File: src/rtl/lpm_pkg.sv
package lpm_pkg;
  typedef enum logic [1:0] {
    MODE_WAKE  = 2'd0,
    MODE_SLEEP = 2'd1,
    MODE_ULTRA = 2'd2
  } mode_e;

  localparam int unsigned PIN_SLEEP = 0;
  localparam int unsigned PIN_WAKE  = 1;
  localparam int unsigned PIN_ULP   = 2;
  localparam int unsigned PIN_COUNT = 3;
endpackage

File: src/rtl/lpm_pin_sync.sv
module lpm_pin_sync #(
  parameter int unsigned WIDTH  = 3,
  parameter int unsigned STAGES = 2
) (
  input  logic             clk,
  input  logic             rst_n,
  input  logic [WIDTH-1:0] pin_async,
  output logic [WIDTH-1:0] pin_sync
);
  localparam int unsigned LAST = STAGES - 1;

  for (genvar g = 0; g < WIDTH; g++) begin : g_pin
    logic [STAGES-1:0] chain_q;
    logic [STAGES-1:0] chain_d;

    always_comb begin
      chain_d = {chain_q[STAGES-2:0], pin_async[g]};
    end

    // Pins rest high, so reset to ones to avoid a false edge at release.
    always_ff @(posedge clk or negedge rst_n) begin
      if (!rst_n) chain_q <= '1;
      else        chain_q <= chain_d;
    end

    assign pin_sync[g] = chain_q[LAST];
  end
endmodule

File: src/rtl/lpm_mode_fsm.sv
module lpm_mode_fsm
  import lpm_pkg::*;
(
  input  logic  clk,
  input  logic  rst_n,
  input  logic  sleep_lvl,
  input  logic  wake_lvl,
  input  logic  ulp_lvl,
  output mode_e mode,
  output logic  lp_entry
);
  mode_e mode_q, mode_d;
  logic  sleep_prev_q, wake_prev_q;
  logic  sleep_fall, wake_fall;

  assign sleep_fall = sleep_prev_q & ~sleep_lvl;
  assign wake_fall  = wake_prev_q  & ~wake_lvl;

  always_comb begin
    mode_d   = mode_q;
    lp_entry = 1'b0;
    unique case (mode_q)
      MODE_WAKE: begin
        if (sleep_fall) begin
          mode_d   = ulp_lvl ? MODE_SLEEP : MODE_ULTRA;
          lp_entry = 1'b1;
        end
      end
      MODE_SLEEP, MODE_ULTRA: begin
        if (wake_fall) mode_d = MODE_WAKE;
      end
      default: mode_d = MODE_WAKE;
    endcase
  end

  always_ff @(posedge clk or negedge rst_n) begin
    if (!rst_n) begin
      mode_q       <= MODE_WAKE;
      sleep_prev_q <= 1'b1;
      wake_prev_q  <= 1'b1;
    end else begin
      mode_q       <= mode_d;
      sleep_prev_q <= sleep_lvl;
      wake_prev_q  <= wake_lvl;
    end
  end

  assign mode = mode_q;

  assert_no_lp_swap_R4: assert property (@(posedge clk) disable iff (!rst_n)
    (mode_q == MODE_SLEEP) |=> (mode_q != MODE_ULTRA));
  assert_no_ulp_swap_R4: assert property (@(posedge clk) disable iff (!rst_n)
    (mode_q == MODE_ULTRA) |=> (mode_q != MODE_SLEEP));
  assert_wake_return_R3: assert property (@(posedge clk) disable iff (!rst_n)
    ((mode_q != MODE_WAKE) && wake_fall) |=> (mode_q == MODE_WAKE));
  assert_entry_from_wake_R2: assert property (@(posedge clk) disable iff (!rst_n)
    lp_entry |-> (mode_q == MODE_WAKE));
endmodule

File: src/rtl/lpm_led_pulse.sv
module lpm_led_pulse #(
  parameter int unsigned PERIOD_TICKS = 16,
  parameter int unsigned HIGH_TICKS   = 4
) (
  input  logic clk,
  input  logic rst_n,
  input  logic step_tick,
  input  logic active,
  input  logic restart,
  output logic led_on
);
  localparam int unsigned CW = (PERIOD_TICKS > 1) ? $clog2(PERIOD_TICKS) : 1;
  localparam logic [CW-1:0] LAST_STEP = CW'(PERIOD_TICKS - 1);
  localparam logic [CW-1:0] HIGH_LIM  = CW'(HIGH_TICKS);

  logic [CW-1:0] step_q, step_d;
  logic          step_en;

  assign step_en = restart | (active & step_tick);

  always_comb begin
    step_d = step_q;
    if (restart)                step_d = '0;
    else if (step_q == LAST_STEP) step_d = '0;
    else                        step_d = step_q + 1'b1;
  end

  always_ff @(posedge clk or negedge rst_n) begin
    if (!rst_n)       step_q <= '0;
    else if (step_en) step_q <= step_d;
  end

  assign led_on = active & (step_q < HIGH_LIM);

  assert_led_step_range_R6: assert property (@(posedge clk) disable iff (!rst_n)
    step_q <= LAST_STEP);
  assert_led_hold_R6: assert property (@(posedge clk) disable iff (!rst_n)
    (!step_tick && !restart) |=> $stable(step_q));
endmodule

File: src/rtl/lpm_keepalive.sv
module lpm_keepalive #(
  parameter int unsigned TICKS_PER_MS = 4,
  parameter int unsigned ON_MS        = 87,
  parameter int unsigned OFF_MS       = 235
) (
  input  logic clk,
  input  logic rst_n,
  input  logic step_tick,
  input  logic active,
  input  logic restart,
  output logic keep_on
);
  localparam int unsigned PW      = (TICKS_PER_MS > 1) ? $clog2(TICKS_PER_MS) : 1;
  localparam int unsigned MAX_MS  = (ON_MS > OFF_MS) ? ON_MS : OFF_MS;
  localparam int unsigned MW      = $clog2(MAX_MS + 1);
  localparam logic [PW-1:0] PRE_LAST = PW'(TICKS_PER_MS - 1);
  localparam logic [MW-1:0] ON_LAST  = MW'(ON_MS - 1);
  localparam logic [MW-1:0] OFF_LAST = MW'(OFF_MS - 1);

  logic [PW-1:0] pre_q, pre_d;
  logic [MW-1:0] ms_q, ms_d;
  logic          phase_on_q, phase_on_d;
  logic          ms_pulse, run_en;
  logic [MW-1:0] phase_last;

  assign run_en     = restart | (active & step_tick);
  assign ms_pulse   = active & step_tick & (pre_q == PRE_LAST);
  assign phase_last = phase_on_q ? ON_LAST : OFF_LAST;

  always_comb begin
    pre_d      = pre_q;
    ms_d       = ms_q;
    phase_on_d = phase_on_q;
    if (restart) begin
      pre_d      = '0;
      ms_d       = '0;
      phase_on_d = 1'b1;
    end else begin
      pre_d = (pre_q == PRE_LAST) ? '0 : pre_q + 1'b1;
      if (ms_pulse) begin
        if (ms_q == phase_last) begin
          ms_d       = '0;
          phase_on_d = ~phase_on_q;
        end else begin
          ms_d = ms_q + 1'b1;
        end
      end
    end
  end

  always_ff @(posedge clk or negedge rst_n) begin
    if (!rst_n) begin
      pre_q      <= '0;
      ms_q       <= '0;
      phase_on_q <= 1'b1;
    end else if (run_en) begin
      pre_q      <= pre_d;
      ms_q       <= ms_d;
      phase_on_q <= phase_on_d;
    end
  end

  assign keep_on = active & phase_on_q;

  assert_ms_range_R8: assert property (@(posedge clk) disable iff (!rst_n)
    ms_q <= (phase_on_q ? ON_LAST : OFF_LAST));
  assert_phase_on_ms_only_R8: assert property (@(posedge clk) disable iff (!rst_n)
    (!restart && !ms_pulse) |=> $stable(phase_on_q));
  assert_restart_phase_R9: assert property (@(posedge clk) disable iff (!rst_n)
    restart |=> (phase_on_q && ms_q == '0));
endmodule

File: src/rtl/lpm_sequencer.sv
module lpm_sequencer
  import lpm_pkg::*;
#(
  parameter int unsigned LED_PERIOD_TICKS = 16,
  parameter int unsigned LED_HIGH_TICKS   = 4,
  parameter int unsigned TICKS_PER_MS     = 4,
  parameter int unsigned KEEP_ON_MS       = 87,
  parameter int unsigned KEEP_OFF_MS      = 235
) (
  input  logic clk,
  input  logic rst_n,
  input  logic step_tick,
  input  logic sleep_req_n,
  input  logic wake_req_n,
  input  logic ulp_sel_n,
  output logic buck_en,
  output logic iso_en,
  output logic led_en,
  output logic keepalive_en
);
  logic [PIN_COUNT-1:0] pins_raw, pins_sync;
  mode_e mode;
  logic  lp_entry;
  logic  in_low_power, in_ultra;

  assign pins_raw[PIN_SLEEP] = sleep_req_n;
  assign pins_raw[PIN_WAKE]  = wake_req_n;
  assign pins_raw[PIN_ULP]   = ulp_sel_n;

  lpm_pin_sync #(.WIDTH(PIN_COUNT), .STAGES(2)) u_sync (
    .clk       (clk),
    .rst_n     (rst_n),
    .pin_async (pins_raw),
    .pin_sync  (pins_sync)
  );

  lpm_mode_fsm u_fsm (
    .clk       (clk),
    .rst_n     (rst_n),
    .sleep_lvl (pins_sync[PIN_SLEEP]),
    .wake_lvl  (pins_sync[PIN_WAKE]),
    .ulp_lvl   (pins_sync[PIN_ULP]),
    .mode      (mode),
    .lp_entry  (lp_entry)
  );

  assign in_low_power = (mode != MODE_WAKE);
  assign in_ultra     = (mode == MODE_ULTRA);

  lpm_led_pulse #(
    .PERIOD_TICKS (LED_PERIOD_TICKS),
    .HIGH_TICKS   (LED_HIGH_TICKS)
  ) u_led (
    .clk       (clk),
    .rst_n     (rst_n),
    .step_tick (step_tick),
    .active    (in_low_power),
    .restart   (lp_entry),
    .led_on    (led_en)
  );

  lpm_keepalive #(
    .TICKS_PER_MS (TICKS_PER_MS),
    .ON_MS        (KEEP_ON_MS),
    .OFF_MS       (KEEP_OFF_MS)
  ) u_keep (
    .clk       (clk),
    .rst_n     (rst_n),
    .step_tick (step_tick),
    .active    (in_ultra),
    .restart   (lp_entry),
    .keep_on   (keepalive_en)
  );

  assign buck_en = (mode == MODE_WAKE);
  assign iso_en  = 1'b1;

  assert_buck_led_excl_R5: assert property (@(posedge clk) disable iff (!rst_n)
    buck_en |-> !led_en);
  assert_keep_not_wake_R7: assert property (@(posedge clk) disable iff (!rst_n)
    keepalive_en |-> !buck_en);
  assert_sync_latency_R11: assert property (@(posedge clk) disable iff (!rst_n)
    $rose(led_en) |-> !$past(buck_en) || step_tick || $past(step_tick) || $past(lp_entry));
endmodule

File: config.mk
export PLATFORM = sky130hd
export DESIGN_NAME = lpm_sequencer
export DESIGN_NICKNAME = d
export VERILOG_FILES = /design/src/rtl/lpm_pkg.sv /design/src/rtl/lpm_pin_sync.sv /design/src/rtl/lpm_mode_fsm.sv /design/src/rtl/lpm_led_pulse.sv /design/src/rtl/lpm_keepalive.sv /design/src/rtl/lpm_sequencer.sv
export SDC_FILE = /design/constraint.sdc
export NUM_CORES = 1
export LEC_CHECK = 0
export ABC_AREA = 1
export CORE_AREA = 2 2 61 63
export CTS_CLUSTER_DIAMETER = 30
export CTS_CLUSTER_SIZE = 8
export DETAILED_ROUTE_END_ITERATION = 7
export DIE_AREA = 0 0 63 65
export DONT_BUFFER_PORTS = 1
export PLACE_DENSITY = 0.6
export SYNTH_ARGS = -nofsm -noshare
export SYNTH_HDL_FRONTEND = slang
export SYNTH_SLANG_ARGS = --single-unit
File: constraint.sdc
create_clock -name clk -period 2.7 [get_ports clk]
set_input_delay 0.54 -clock clk [delete_from_list [all_inputs] [get_ports clk]]
set_output_delay 0.54 -clock clk [all_outputs]
set_load 0.02 [all_outputs]
Yosys cells after proc, flatten, opt, wreduce, memory -nomap -nowiden. Index checks and enable logic that the tools add are counted.

Bits in read-only memories: 0. Word-level logic and storage cells: 58. Register bits: 25. Input bits: 6. Memories: 0. Latch bits: 0. Output and inout port bits: 4. Bits in writable memories: 0.

Shifts and indexed selects: 0. Add/sub/neg operators: 3. Bitwise operators: 12. Reduce and logical (&&, ||, !) cells: 8. $lt $le $gt $ge: 1. Equality and inequality tests: 7. Divide/modulo/power cells: 0. Mux-type cells: 17. Multiply operators: 0.

Operators by type and width (count): $mux W8 (4); $mux W2 (5); $add A8 B1 Y8 const B (1); $eq A8 B8 Y1 (1); $mux W4 (2); $and A1 B1 Y1 (7); $reduce_bool A2 Y1 (3); $mux W1 (5); $add A4 B1 Y4 const B (1); $eq A2 B2 Y1 const B (2); $eq A4 B4 Y1 const B (1); $lt A4 B3 Y1 const B (1); $ne A2 B1 Y1 const B (2); $pmux W2 S2 (1); $reduce_and A2 Y1 (2); $not A1 Y1 (3); $reduce_and A3 Y1 (1); $add A2 B1 Y2 const B (1); $eq A2 B1 Y1 const B (1); $logic_not A2 Y1 (1); $or A1 B1 Y1 (2); $reduce_or A2 Y1 (1).

Longest topological paths before layout.
Depth after elaboration: 6. Mapped depth: 11. Mapped depth without buffers: 10.

By module. Synthesis repeated with hierarchy kept, for this count alone.

Cells, all modules: 168. Area, all modules: 1380.1 µm².

Modules (own cells, without submodules): lpm_keepalive (times used 1, cells an instance 92, area each 720.7 µm², sequential area each 276.5 µm²); lpm_led_pulse (times used 1, cells an instance 34, area each 236.5 µm², sequential area each 100.1 µm²); lpm_mode_fsm (times used 1, cells an instance 26, area each 212.7 µm², sequential area each 102.6 µm²); lpm_pin_sync (times used 1, cells an instance 9, area each 180.2 µm², sequential area each 157.7 µm²); lpm_sequencer (times used 1, cells an instance 7, area each 30.0 µm², sequential area each 0.0 µm²).

Worst setup path after synthesis. No wires, ideal clock.

Path type: reg2out. From: register u_fsm.mode_q[1], in the netlist u_fsm.mode[1]. To: output port led_en. Arrival: 1.229 ns. Required time: 2.160 ns. Setup slack: 0.931 ns. Buffers on the path: 0. Stages on the path, launching flop included: 4. Path through: dfrtp_1 > inv_1 > ha_1 > nor3_1.

Word-level cells in the longest chain between the ends: 2.

Ends and longest elaborated chain: start, declared (line lpm_mode_fsm.sv:12) `mode_e mode_q, mode_d;`; start signal, assigned (line lpm_mode_fsm.sv:42) `mode_q <= mode_d;`; $reduce_bool A2 Y1 (line lpm_sequencer.sv:47) `assign in_low_power = (mode != MODE_WAKE);`; $and A1 B1 Y1 (line lpm_led_pulse.sv:33) `assign led_on = active & (step_q < HIGH_LIM);`; end, declared (line lpm_sequencer.sv:18) `output logic led_en,`.

Every way passes these cells.

Worst setup path in the final report.
From: register u_fsm.mode_q[0], in the netlist u_fsm.mode[0]. To: output port led_en.

The elaborated chain is that of the path after synthesis.

==> run summary <==
Hold Path Class = input pin to asynchronous set/reset pin
Static Leak = 0.6736 nW
Setup Skew = 0.005522 ns
nets = 168
area taken by multi-input logic gates = 568.0 sq um
Final Hold Fails = 0
TritonCTS Sinks = 25
Rows = 22
outcome = completed
Crit Path Class = flop to output pin
cells after synthesis = 153
core area = 3496 sq um
area grow syn2layout = 5.603%
Avg Cell Area, Syn = 8.611 sq um
Post-CTS Setup Inserts = 0
WP data required = 2.16 ns
Final min period = 2.269 ns
CTS tree = yes
Final setup viols = 0
Skew-Pair Late Insertion Delay = 0.33 ns
Pwr Density = 808.6 nW/um^2
Fillers = 357
kind of cell adding the most delay to the critical path = simple AND/OR/NAND/NOR gates
total area of sequential cells = 636.9 sq um
routed via count = 935
Yosys cell types = 25
Sum Neg Setup Slack = 0 ns
n_diodes = 0
Tcrit/Tclk final = 84.02%
CTS clock-pin slew for the worst setup and hold paths = 0.14 ns
max cap viols = 0
remaining global-route overflow = 0
maximum clock rate = 0.4408 GHz
dpl cell area = 1351 sq um
routability congestion estimate from global placement = 0.8156
Seq cells post-synth = 25
largest stage delay on the critical path = 0.63 ns
Slew Viols, Final = 0
root buf cell = clkbuf_4
DR WL/cell = 11.15 microns
RSZ-0062 raised after global routing = false
Routed Wire Length = 2.264 mm
cts bufs inserted = 3
first-pass GRT wire length = 4.015 mm
I/O pin cnt = 10
DP Wirelength = 1.591 mm
vias in the first global route = 948
Rel. slew slack = 47.72%
slowest CP cell = nor3_1
sequential area share after synthesis = 48.34%
remaining antenna violation count after routing = 0
Die Ht = 65 microns
pin count of the biggest net entering global routing = 22
CP Launch Type = flop
crit-path max FO = 5
DR pass1 iterations = 4
share of layout cells above drive strength 1 = 16.13%
Initial Utilization = 37.69%
Cell Area, Synth = 1318 sq um
chip width = 63 microns
Syn Nets = 165
number of remaining DRC errors = 0
vias per inst = 4.606
clk buf depth = 2
Final Cell Area = 1391 sq um
antenna violations before repair = 0
Overall Global Routing Usage = 12.38%
CP cell instances = inv_1, ha_1, nor3_1
# port buffers = 0
initial DRC count = 45
Worst-Margin Slew = 0.7817 ns
endpoint arrival time on the critical path = 1.73 ns
Worst Path Buf+Inv = 1
Worst VDD drop = 0.5504 mV
htree depth = 1
yosys synthesis warning count = 0
die area = 4095 sq um
CP endpoint kind = output pin
kinds of logic (layout without fill, tap and decap cells):
family | after synthesis | in the layout | share of synthesized area [%]
other | 1 | 1 | 0.2846
DFF | 25 | 25 | 48.34
AOI/OAI and AO/OA | 21 | 21 | 10.07
adders and majority gates | 6 | 6 | 5.698
and+or+nand+nor | 72 | 72 | 25.74
buffers and inverters | 26 | 28 | 8.546
xor gates and xnor gates | 2 | 2 | 1.330
synth_stat cells:
| cell | n | area [sq um] |
|---|---|---|
| o21ai_0 | 7 | 35.03 |
| conb_1 | 1 | 3.750 |
| nand2_1 | 46 | 172.7 |
| dfrtp_1 | 16 | 400.4 |
| buf_6 | 1 | 11.26 |
| nand2_4 | 2 | 22.52 |
| nand3_2 | 3 | 30.03 |
| xor2_1 | 2 | 17.52 |
| a22o_1 | 1 | 8.760 |
| o22ai_1 | 2 | 12.51 |
| nand3b_4 | 1 | 20.02 |
| inv_2 | 1 | 3.750 |
| a21oi_1 | 4 | 20.02 |
| nand3_1 | 6 | 30.03 |
| a21oi_2 | 5 | 43.79 |
| inv_1 | 22 | 82.58 |
| or2_0 | 1 | 6.260 |
| ha_1 | 6 | 75.07 |
| nand4_1 | 3 | 18.77 |
| o21bai_1 | 1 | 7.510 |
| nor3_1 | 1 | 5.000 |
| buf_4 | 2 | 15.01 |
| nor2_1 | 9 | 33.78 |
| o21ai_1 | 1 | 5.000 |
| dfstp_2 | 9 | 236.5 |
through the flow:
stage	setup slack, ns	instances	utilization, %	power (W)	hold slack (ns)
2_1_floorplan	0.9310	153	-	0.0008832	0.2444
3_3_place_gp	0.8493	198	38.65	0.0009360	0.2452
3_5_place_dp	0.7910	198	38.65	0.0009560	0.2452
4_1_cts	0.4010	203	39.80	0.001143	0.01917
5_1_grt	0.3279	203	39.80	0.001232	0.007502
6_report	0.4313	203	39.80	0.001125	0.03541
placed cells by master, fill, tap and decap left out, types with 4 or more instances in the layout:
cell     count
nand2_1     46
inv_1       22
dfrtp_1     16
nor2_1       9
dfstp_2      9
o21ai_0      7
nand3_1      6
ha_1         6
a21oi_2      5
a21oi_1      4
worst reg2reg max path: stages (launching register included):
cell	delay [ns]
dfrtp_1	0.39
inv_1	0.10
ha_1	0.42
nand3b_4	0.19
nand2_4	0.27
inv_2	0.08
or2_0	0.20
o21ai_1	0.12
registers in the layout (all words and copies together), names as in the netlist:
signal,cells
u_keep.ms_q,8
u_fsm.wake_prev_q,1
u_keep.pre_q,2
u_sync.g_pin.chain_q,6
u_fsm.sleep_prev_q,1
u_keep.phase_on_q,1
u_fsm.mode,2
u_led.step_q,4
metal layers:
layer	routed length, microns	GRT usage [%]	share of wire (%)	vias to the layer above
met2	1067	21.81	47	12
met3	86	3.472	3.8	0
met4	0	1.944	0	0
met1	1110	15.34	49	437
li1	-	-	-	486
met5	0	0	0	-
layout make-up:
| cell class | count | share of cell area [%] |
|---|---|---|
| sequential | 25 | 45.77 |
| multi-input combinational | 102 | 40.83 |
| inverter | 23 | 6.205 |
| tap | 48 | 4.317 |
| clock buffer | 3 | 1.619 |
| timing repair buffer | 1 | 0.7194 |
| clock inverter | 1 | 0.5396 |
path summary, 6_finish.rpt:
kind,start,depth (start not counted),slack [ns],end
worst max-delay path,u_fsm.mode[0],3,0.43,led_en
worst min-delay path,rst_n,0,0.04,u_sync.g_pin[1].chain_q[1]
worst max register to register,u_fsm.mode[0],7,0.87,u_keep.ms_q[1]
worst min register to register,u_sync.g_pin[2].chain_q[0],0,0.37,u_sync.g_pin[2].chain_q[1]
max in group asynchronous,rst_n,1,1.50,u_led.step_q[0]
min in group clk,wake_req_n,0,0.19,u_sync.g_pin[1].chain_q[0]
where the power goes:
part,internal [W],switching [W]
logic,0.000136,0.000236
registers,0.000481,0.0000984
clock network,0.0000567,0.000118
total,0.000673,0.000452
repair_timing:
item,CTS,global route
hold endpoints to repair,16,0
hold buffers,1,0
resized for setup,0,0
(Power assumes the default switching activity.)
